## src/rtl/sleep_pkg.sv

```systemverilog
`timescale 1ns/1ps
package sleep_pkg;
  localparam logic [2:0] MODE_PDOWN = 3'b010;
  localparam logic [2:0] MODE_PSAVE = 3'b011;
  localparam logic [2:0] MODE_STBY  = 3'b110;
  localparam logic [2:0] MODE_XSTBY = 3'b111;

  typedef enum logic [1:0] {
    ST_ACTIVE = 2'd0,
    ST_SLEEP  = 2'd1,
    ST_WAKE   = 2'd2
  } slp_state_t;
endpackage

```

## src/rtl/sleep_mode_decode.sv

```systemverilog
`timescale 1ns/1ps
module sleep_mode_decode
  import sleep_pkg::*;
(
  input  logic [2:0] mode,
  input  logic       sleep_en,
  input  logic       xtal_sel,
  input  logic       async_sel,
  output logic       legal,
  output logic       keep_osc,
  output logic       async_run,
  output logic       async_bad
);
  logic is_pd, is_ps, is_sb, is_xs, save_class;

  always_comb begin
    is_pd      = (mode == MODE_PDOWN);
    is_ps      = (mode == MODE_PSAVE);
    is_sb      = (mode == MODE_STBY);
    is_xs      = (mode == MODE_XSTBY);
    save_class = is_ps | is_xs;
    legal      = sleep_en & (is_pd | is_ps | ((is_sb | is_xs) & xtal_sel));
    keep_osc   = is_sb | is_xs;
    async_run  = save_class & async_sel;
    async_bad  = save_class & ~async_sel;
  end
endmodule

```

## src/rtl/sleep_level_filter.sv

```systemverilog
`timescale 1ns/1ps
module sleep_level_filter #(
  parameter int LINES    = 4,
  parameter int LVL_HOLD = 4
) (
  input  logic             clk,
  input  logic             rst_n,
  input  logic [LINES-1:0] lvl_in,
  output logic [LINES-1:0] lvl_qual
);
  localparam int CW = (LVL_HOLD > 2) ? $clog2(LVL_HOLD) : 1;
  localparam logic [CW-1:0] SAT = CW'(LVL_HOLD - 1);

  for (genvar g = 0; g < LINES; g++) begin : g_line
    logic [CW-1:0] cnt_q, cnt_d;

    always_comb begin
      if (!lvl_in[g])        cnt_d = '0;
      else if (cnt_q != SAT) cnt_d = cnt_q + CW'(1);
      else                   cnt_d = cnt_q;
    end

    always_ff @(posedge clk or negedge rst_n) begin
      if (!rst_n) cnt_q <= '0;
      else        cnt_q <= cnt_d;
    end

    assign lvl_qual[g] = lvl_in[g] & (cnt_q == SAT);

    // a qualified line was already high at the previous edge
    a_r9_level_held: assert property (@(posedge clk) disable iff (!rst_n)
      lvl_qual[g] |-> $past(lvl_in[g]));
  end
endmodule

```

## src/rtl/sleep_wake_timer.sv

```systemverilog
`timescale 1ns/1ps
module sleep_wake_timer #(
  parameter int CNT_W = 19
) (
  input  logic             clk,
  input  logic             rst_n,
  input  logic             load,
  input  logic             abort,
  input  logic [CNT_W-1:0] load_val,
  output logic             zero
);
  logic [CNT_W-1:0] cnt_q, cnt_d;

  always_comb begin
    if (abort)            cnt_d = '0;
    else if (load)        cnt_d = load_val;
    else if (cnt_q != '0) cnt_d = cnt_q - CNT_W'(1);
    else                  cnt_d = cnt_q;
  end

  always_ff @(posedge clk or negedge rst_n) begin
    if (!rst_n) cnt_q <= '0;
    else        cnt_q <= cnt_d;
  end

  assign zero = (cnt_q == '0);

  // delay counter steps down by one each idle cycle
  a_r6_count_step: assert property (@(posedge clk) disable iff (!rst_n)
    (!load && !abort && cnt_q != '0) |=> (cnt_q == $past(cnt_q) - CNT_W'(1)));
endmodule

```

## src/rtl/sleep_clk_ctrl.sv

```systemverilog
`timescale 1ns/1ps
module sleep_clk_ctrl
  import sleep_pkg::*;
#(
  parameter int CFG_W     = 4,
  parameter int IRQ_LINES = 4,
  parameter int LVL_HOLD  = 4,
  parameter int FAST_WAKE = 6
) (
  input  logic                 clk,
  input  logic                 rst_n,
  input  logic                 sleep_req,
  input  logic                 sleep_en,
  input  logic [2:0]           mode,
  input  logic                 xtal_sel,
  input  logic                 async_sel,
  input  logic [CFG_W-1:0]     startup_sel,
  input  logic                 gie,
  input  logic                 ovf_ie,
  input  logic                 cmp_ie,
  input  logic                 tmr_ovf,
  input  logic                 tmr_cmp,
  input  logic                 addr_match,
  input  logic [IRQ_LINES-1:0] edge_evt,
  input  logic [IRQ_LINES-1:0] lvl_irq,
  input  logic                 ext_rst,
  input  logic                 wdt_rst,
  input  logic                 bod_rst,
  output logic                 osc_en,
  output logic                 core_clk_en,
  output logic                 async_clk_en,
  output logic                 asleep,
  output logic                 async_invalid,
  output logic                 wake_done
);
  localparam int CNT_W = (1 << CFG_W) + 3;

  slp_state_t state_q, state_d;
  logic keep_q, run_q, inval_q, done_q;
  logic take, load_tmr, done_d;
  logic dec_legal, dec_keep, dec_run, dec_bad;
  logic [IRQ_LINES-1:0] lvl_qual;
  logic any_rst, tmr_hit, wake_hit, tmr_zero;
  logic [CNT_W-1:0] ld_val;

  sleep_mode_decode u_dec (
    .mode      (mode),
    .sleep_en  (sleep_en),
    .xtal_sel  (xtal_sel),
    .async_sel (async_sel),
    .legal     (dec_legal),
    .keep_osc  (dec_keep),
    .async_run (dec_run),
    .async_bad (dec_bad)
  );

  sleep_level_filter #(.LINES(IRQ_LINES), .LVL_HOLD(LVL_HOLD)) u_lvl (
    .clk      (clk),
    .rst_n    (rst_n),
    .lvl_in   (lvl_irq),
    .lvl_qual (lvl_qual)
  );

  always_comb begin
    any_rst  = ext_rst | wdt_rst | bod_rst;
    tmr_hit  = run_q & gie & ((tmr_ovf & ovf_ie) | (tmr_cmp & cmp_ie));
    wake_hit = addr_match | (|edge_evt) | (|lvl_qual) | tmr_hit;
    if (keep_q) ld_val = CNT_W'(FAST_WAKE - 1);
    else        ld_val = (CNT_W'(1) << (int'(startup_sel) + 4)) - CNT_W'(1);
  end

  sleep_wake_timer #(.CNT_W(CNT_W)) u_tmr (
    .clk      (clk),
    .rst_n    (rst_n),
    .load     (load_tmr),
    .abort    (any_rst),
    .load_val (ld_val),
    .zero     (tmr_zero)
  );

  // next-state logic
  always_comb begin
    state_d  = state_q;
    take     = 1'b0;
    load_tmr = 1'b0;
    done_d   = 1'b0;
    unique case (state_q)
      ST_ACTIVE: if (sleep_req && dec_legal) begin
        state_d = ST_SLEEP;
        take    = 1'b1;
      end
      ST_SLEEP: if (wake_hit) begin
        state_d  = ST_WAKE;
        load_tmr = 1'b1;
      end
      ST_WAKE: if (tmr_zero) begin
        state_d = ST_ACTIVE;
        done_d  = 1'b1;
      end
      default: state_d = ST_ACTIVE;
    endcase
    if (any_rst) begin
      state_d  = ST_ACTIVE;
      take     = 1'b0;
      load_tmr = 1'b0;
      done_d   = 1'b0;
    end
  end

  // registers
  always_ff @(posedge clk or negedge rst_n) begin
    if (!rst_n) begin
      state_q <= ST_ACTIVE;
      keep_q  <= 1'b0;
      run_q   <= 1'b0;
      inval_q <= 1'b0;
      done_q  <= 1'b0;
    end else begin
      state_q <= state_d;
      done_q  <= done_d;
      if (any_rst) begin
        keep_q  <= 1'b0;
        run_q   <= 1'b0;
        inval_q <= 1'b0;
      end else if (take) begin
        keep_q  <= dec_keep;
        run_q   <= dec_run;
        inval_q <= dec_bad;
      end
    end
  end

  always_comb begin
    core_clk_en   = (state_q == ST_ACTIVE);
    osc_en        = (state_q != ST_SLEEP) | keep_q;
    async_clk_en  = (state_q == ST_ACTIVE) | run_q;
    asleep        = (state_q == ST_SLEEP);
    async_invalid = inval_q;
    wake_done     = done_q;
  end

  // wake_done lasts one cycle
  a_r11_done_single: assert property (@(posedge clk) disable iff (!rst_n)
    wake_done |=> !wake_done);
  // wake_done marks the return of the core clock
  a_r11_done_with_clk: assert property (@(posedge clk) disable iff (!rst_n)
    wake_done |-> (core_clk_en && !$past(core_clk_en)));
  // the core clock only drops after a request
  a_r2_drop_on_req: assert property (@(posedge clk) disable iff (!rst_n)
    $fell(core_clk_en) |-> $past(sleep_req));
  // an illegal request keeps the core running
  a_r5_illegal_noop: assert property (@(posedge clk) disable iff (!rst_n)
    (core_clk_en && sleep_req && !dec_legal) |=> core_clk_en);
  // any reset source restores clocks without a done pulse
  a_r10_rst_abort: assert property (@(posedge clk) disable iff (!rst_n)
    any_rst |=> (core_clk_en && osc_en && !wake_done && !async_invalid));
endmodule

```

## config.mk

```make
export PLATFORM = sky130hd
export DESIGN_NAME = sleep_clk_ctrl
export DESIGN_NICKNAME = d
export VERILOG_FILES = /design/src/rtl/sleep_pkg.sv /design/src/rtl/sleep_mode_decode.sv /design/src/rtl/sleep_level_filter.sv /design/src/rtl/sleep_wake_timer.sv /design/src/rtl/sleep_clk_ctrl.sv
export SDC_FILE = /design/constraint.sdc
export NUM_CORES = 1
export LEC_CHECK = 0
export BUFFER_PORTS_ARGS = -buffer_cell sky130_fd_sc_hd__buf_2
export CAP_MARGIN = 20
export CORE_MARGIN = 3
export CORE_UTILIZATION = 57
export DETAILED_ROUTE_END_ITERATION = 10
export MAX_ROUTING_LAYER = met4
export PLACE_DENSITY = 0.86
export SLEW_MARGIN = 20
export SYNTH_ARGS = -nofsm -noshare
export SYNTH_HDL_FRONTEND = slang
export SYNTH_SLANG_ARGS = --single-unit
```

## constraint.sdc

```tcl
create_clock -name clk -period 2.2 [get_ports clk]
set_clock_uncertainty 0.05 [all_clocks]
set_input_delay 0.66 -clock clk [delete_from_list [all_inputs] [get_ports clk]]
set_output_delay 0.66 -clock clk [all_outputs]
set_load 0.01 [all_outputs]
```

==> Word level (Yosys, flattened, before mapping) <==
Index checks and enable logic that the tools add are counted.
{ "word_totals": {"reg_bits": 33} }
{ "classes": {"shift": 1, "n_reduce_logical": 9, "eq_ne": 22, "bitwise_logic": 25, "muxes": 32, "addsub": 7} }
{ "op_table": {"columns": ["cell", "count"], "rows": [
  ["$mux 19", 4],
  ["$mux 2", 12],
  ["$logic_not 19->1", 1],
  ["$reduce_bool 19->1", 1],
  ["$shl 1x5->19 const A", 1],
  ["$sub 19x1->19 const B", 1],
  ["$sub 19x2->19 const B", 1],
  ["$mux 1", 15],
  ["$and 1x1->1", 12],
  ["$or 1x1->1", 12],
  ["$eq 2x2->1 const B", 5],
  ["$ne 2x1->1 const B", 5],
  ["$add 2x1->2 const B", 4],
  ["$ne 2x2->1 const B", 4],
  ["$reduce_or 4->1", 2],
  ["$eq 3x2->1 const B", 2],
  ["$eq 3x3->1 const B", 2],
  ["$ne 3x1->1 const B", 2],
  ["$pmux 2 s3", 1],
  ["$add 4x3->5 const B", 1],
  ["$ne 3x3->1 const B", 1],
  ["$reduce_and 3->1", 1],
  ["$reduce_bool 3->1", 1],
  ["$eq 2x1->1 const B", 1],
  ["other kinds (4)", 4]
]} }

==> Longest topological paths before layout <==
{ "logic_depth": {"word_depth": 11, "ltp_mapped": 13} }

==> Modules after synthesis <==
Synthesis repeated with hierarchy kept, for this count alone.
{ "unflattened": {"cells_unflattened": 282, "area_unflattened_um2": 2444.8} }
{ "by_module_without_submodules": {"columns": ["module", "cells_each", "area_per_inst_um2", "seq_area_each_um2", "instances"], "rows": [
  ["sleep_wake_timer", 128, 1151.1, 475.5, 1],
  ["sleep_clk_ctrl", 115, 854.6, 150.1, 1],
  ["sleep_level_filter", 32, 401.6, 200.2, 1],
  ["sleep_mode_decode", 7, 37.5, 0.0, 1]
]} }

==> Least setup slack after synthesis <==
Ideal clock, no wire load.
{ "synth_timing": {"path_type": "input -> register", "start": "in startup_sel[2]", "end": "reg u_tmr.cnt_q[18]", "setup_time_ps": 78, "path_buffers": 2, "arrival_time_ps": 3296, "path_slack_ps": -1224, "stages": 11, "path_cell_list": "clkbuf_1 -> inv_1 -> ha_1 -> clkbuf_1 -> or4_1 -> ha_1 -> or3b_1 -> mux2i_1 -> a32oi_1 -> or3_1 -> a21oi_1"} }
{ "synth_between": {"elab_chain_len": 6} }
{ "synth_lines": {"columns": ["item", "line_no", "text"], "rows": [
  ["from (decl)", "sleep_clk_ctrl.sv:17", "input logic [CFG_W-1:0] startup_sel,"],
  ["$add 4x3->5", "sleep_clk_ctrl.sv:69", "else ld_val = (CNT_W'(1) << (int'(startup_sel) + 4)) - CNT_W'(1);"],
  ["$shl 1x5->19", "sleep_clk_ctrl.sv:69", null],
  ["$sub 19x2->19", "sleep_clk_ctrl.sv:69", null],
  ["$mux 19", "sleep_clk_ctrl.sv:68", "if (keep_q) ld_val = CNT_W'(FAST_WAKE - 1);"],
  ["$mux 19", "sleep_wake_timer.sv:16", "else if (load) cnt_d = load_val;"],
  ["$mux 19", "sleep_wake_timer.sv:15", "if (abort) cnt_d = '0;"],
  ["to (signal assigned)", "sleep_wake_timer.sv:23", "else cnt_q <= cnt_d;"],
  ["to (decl)", "sleep_wake_timer.sv:12", "logic [CNT_W-1:0] cnt_q, cnt_d;"]
]} }
No other way between the ends.
A chain may end at the register's enable or synchronous reset.

==> Worst setup path in the final report <==
Same ends and word-level chain as after synthesis.

==> summary.md <==
| Metric | Value |
|---|---|
| Floorplan core area | 3720 µm² |
| Worst Setup EP | u_tmr.cnt_q[18] |
| Fmax | about 370 MHz |
| Final setup fails | 7 |
| Initial antenna violation count | 0 |
| Failing checks | setup timing |
| Relative slew slack | between 50 and 60% |
| Startpoint Class | input port |
| Diode count | 0 |
| Reg2reg end | u_tmr.cnt_q[18] |
| Net Count, Synth | 280 |
| Clock-pin slew on the worst setup and hold paths | 70 ps |
| Placed cell areas | approximately 2600 µm² |
| DRT Pass-1 Iters | 5 |
| Arrival time of the worst setup path | roughly 2900 ps |
| First-pass GRT wire length | 9070 µm |
| Die H | 68.8 µm |
| Leakage power | between 1 and 1.5 nW |
| Tcrit/Tclk final | 123% |
| Final Hold Vio Count | 0 |
| Multi-input combinational cell area | about 1400 µm² |
| Area delta synth->final | 28.7% |
| Synth Flop Type | dfrtp_1 |
| Via Count | approximately 2,100 |
| Total GRT Usage | a little over a quarter |
| Unrepaired setup endpoints after global routing | true |
| Total CTS buffers | 5 |
| Min Tclk post-route | 2710 ps |
| Cell area after synthesis | roughly 2200 µm² |
| Cells after synthesis | 239 |
| Number of synthesized flops with an enable pin | 0 |
| Placed cells | 331 |
| Clock root cell | clkbuf_8 |
| Final wirelength | between 5000 and 6000 µm |
| Distinct cell type count after synthesis | 54 |
| Die area | 4730 µm² |
| Gr ovfl total | 0 |
| CP Max Fanout | 4 |
| Synthesized flop and latch total | 33 |
| Fraction of registers with async set or reset after synthesis | between 90% and 100% |
| Placed wire-length estimate | approximately 3800 µm |
| Setup WS post-layout | -507 ps |
| Core Rows | 22 |
| Worst r2r src | u_tmr.cnt_q[2] |
| Crit path required time | 2370 ps |
| CTS Sinks | 33 |
| Fill cells | approximately 230 |
| PortBufs | 35 |
| CP Capture Type | register |
| Post-synthesis sequential area ratio | between 30% and 40% |
| Vias in the first global route | 1,954 |
| IO Pins | 36 |
| Worst path cell trace | buf_8, inv_6, ha_4, or4_4, ha_4, or3b_4, mux2i_1, a32oi_1, or3_1, a21oi_1 |
| Finished Layout Cells | about 350 |
| Worst path most repeated cell | ha_4 |
| Gpl congestion | approximately 0.9 |
| Max Cap Viol | 0 |
| Setup TNS | -2160 ps |
| Hold Crit Class | input port to async pin |
| Post-route antenna net violation count | 0 |
| Fin nets | approximately 340 |
| Flop2flop setup slack | about 50 ps |
| Hold Slack | roughly 370 ps |
| CTS tree | yes |
| Power Dens Cells | approximately 1600 nW/µm² |
| Layout cell share with drive strength beyond 1 | roughly 34% |
| Clock Latency Late Sink | 300 ps |
| Peak supply drop | about 1300 µV |
| Setup Crit Path Kind | input port to register |
| Max incr delay on CP | approximately 540 ps |
| Slew @ Worst Pin | approximately 740 ps |
| Initial drt markers | 188 |
| Drt via density | a little over 6 |
| Chip width | around 69 µm |
| Status | finished with violations |
| Initial core utilization | between 60 and 70% |
| Max Slew Vio Count | 0 |
| Register area | just over 800 µm² |
| H-tree depth | 2 |
| Synth warnings | 0 |
| Slowest-stage cell, CP | or4_4 |
| Largest net degree at the start of global routing | 34 |
| FF-to-FF path depth | 5 |
| Syn avg cell area | approximately 9.4 µm² |
| Final instance area | around 2900 µm² |
| Drt wl/cell | about 17 µm |
| Commonest cells after routing, fill and taps aside | dfrtp_1 (33), buf_2 (33), buf_4 (23) |
| Clock Path Buffers | 2 |
| Residual DRC count | 0 |
| Worst Setup SP | startup_sel[2] |
## sequential cells by signal, summed over array words and instances, names as in the netlist
name and cells:
run_q 1, wake_done 1, keep_q 1, state_q 2
u_lvl.g_line.cnt_q 8, u_tmr.cnt_q 19, async_invalid 1
## metrics by stage
stage	power (mW)	util, %	setup slack, ps
final	4.58	77.7	-507
after global routing	4.89	77.7	-534
after CTS	4.41	76.0	-392
after detailed placement	3.78	71.1	-797
after global placement	3.71	71.1	-704
after floorplan	3.24	-	-821
## where the power goes
part	leakage, nW	switching (mW)	internal (mW)
sequential	0.449	0.194	0.795
combinational	0.802	1.64	1.37
clock	0.0540	0.246	0.329
total	1.30	2.08	2.50
## critical path: cells and delay by family
family	cells	cell delay (ps)
and+or+nand+nor	3	1250
adders and majority gates	2	420
AOI/OAI and AO/OA	2	240
muxes	1	170
buffers and inverters	2	120
## synthesized netlist by cell type (2+ instances only)
cell type / number / area share [%]
nand3_1: 5 / 1.1
nand2_1: 17 / 2.8
ha_1: 11 / 6.1
o32ai_1: 9 / 3.5
dfrtp_1: 33 / 37
nor4_1: 5 / 1.4
o21ai_0: 7 / 1.6
nor2b_1: 6 / 1.7
nand2b_1: 5 / 1.4
nand3b_1: 4 / 1.3
buf_2: 2 / 0.45
or3_1: 5 / 1.4
a21o_1: 3 / 1.0
xnor2_1: 13 / 5.1
mux2i_1: 6 / 2.7
nor2_1: 15 / 2.5
o21ai_1: 2 / 0.45
and2_1: 6 / 1.7
or4_1: 2 / 0.67
o22ai_1: 2 / 0.56
nor3_1: 10 / 2.2
clkbuf_1: 9 / 1.5
a21oi_1: 13 / 2.9
xor2_1: 11 / 4.3
a211o_1: 2 / 0.78
nand3_2: 2 / 0.89
a22oi_1: 3 / 1.0
inv_1: 5 / 0.84
## layer usage
layer  up-vias  track usage [%]  share of wire [%]
li1        991                -                  -
met1      1026             33.2                 40
met2       101             43.4                 49
met3        28             6.48                7.0
met4         0             11.2                3.6
met5         -                -                  0
## cells by family after synthesis
kind of cell / count (synthesis) / synth area share (%)
compound gates: 50 / 15.7
xor+xnor: 24 / 9.36
fa+ha+maj: 11 / 6.13
buf+inv: 17 / 3.12
flops: 33 / 36.8
mux: 6 / 2.68
simple gates: 98 / 26.3
## area by class of cell
class | count | share of cell area [%]
Sequential cell | 33 | 28.6
Inverter | 5 | 0.910
Clock inverter | 2 | 1.21
Timing Repair Buffer | 63 | 14.9
Multi-Input combinational cell | 189 | 50.0
Clock buffer | 5 | 2.38
Tap cell | 48 | 2.08
## worst min path at each step
stage	startpoint	endpoint	slack (ps)	depth (start not counted)
finish	rst_n	u_tmr.cnt_q[12]	370	1
global route	rst_n	u_tmr.cnt_q[14]	410	1
CTS	rst_n	u_tmr.cnt_q[12]	400	1
detailed placement	state_q[0]	wake_done	430	1
global placement	state_q[0]	wake_done	410	1
floorplan	rst_n	async_invalid	310	0
## timing repair
action / 4_1_cts / 5_1_grt
setup buffers: 5 / 2
hold buffers: 0 / 0
setup endpoints to repair: 7 / 17
gates resized for setup: 12 / 13
pin swaps: 6 / 10
No activity file was read; power rests on OpenSTA's default activity.
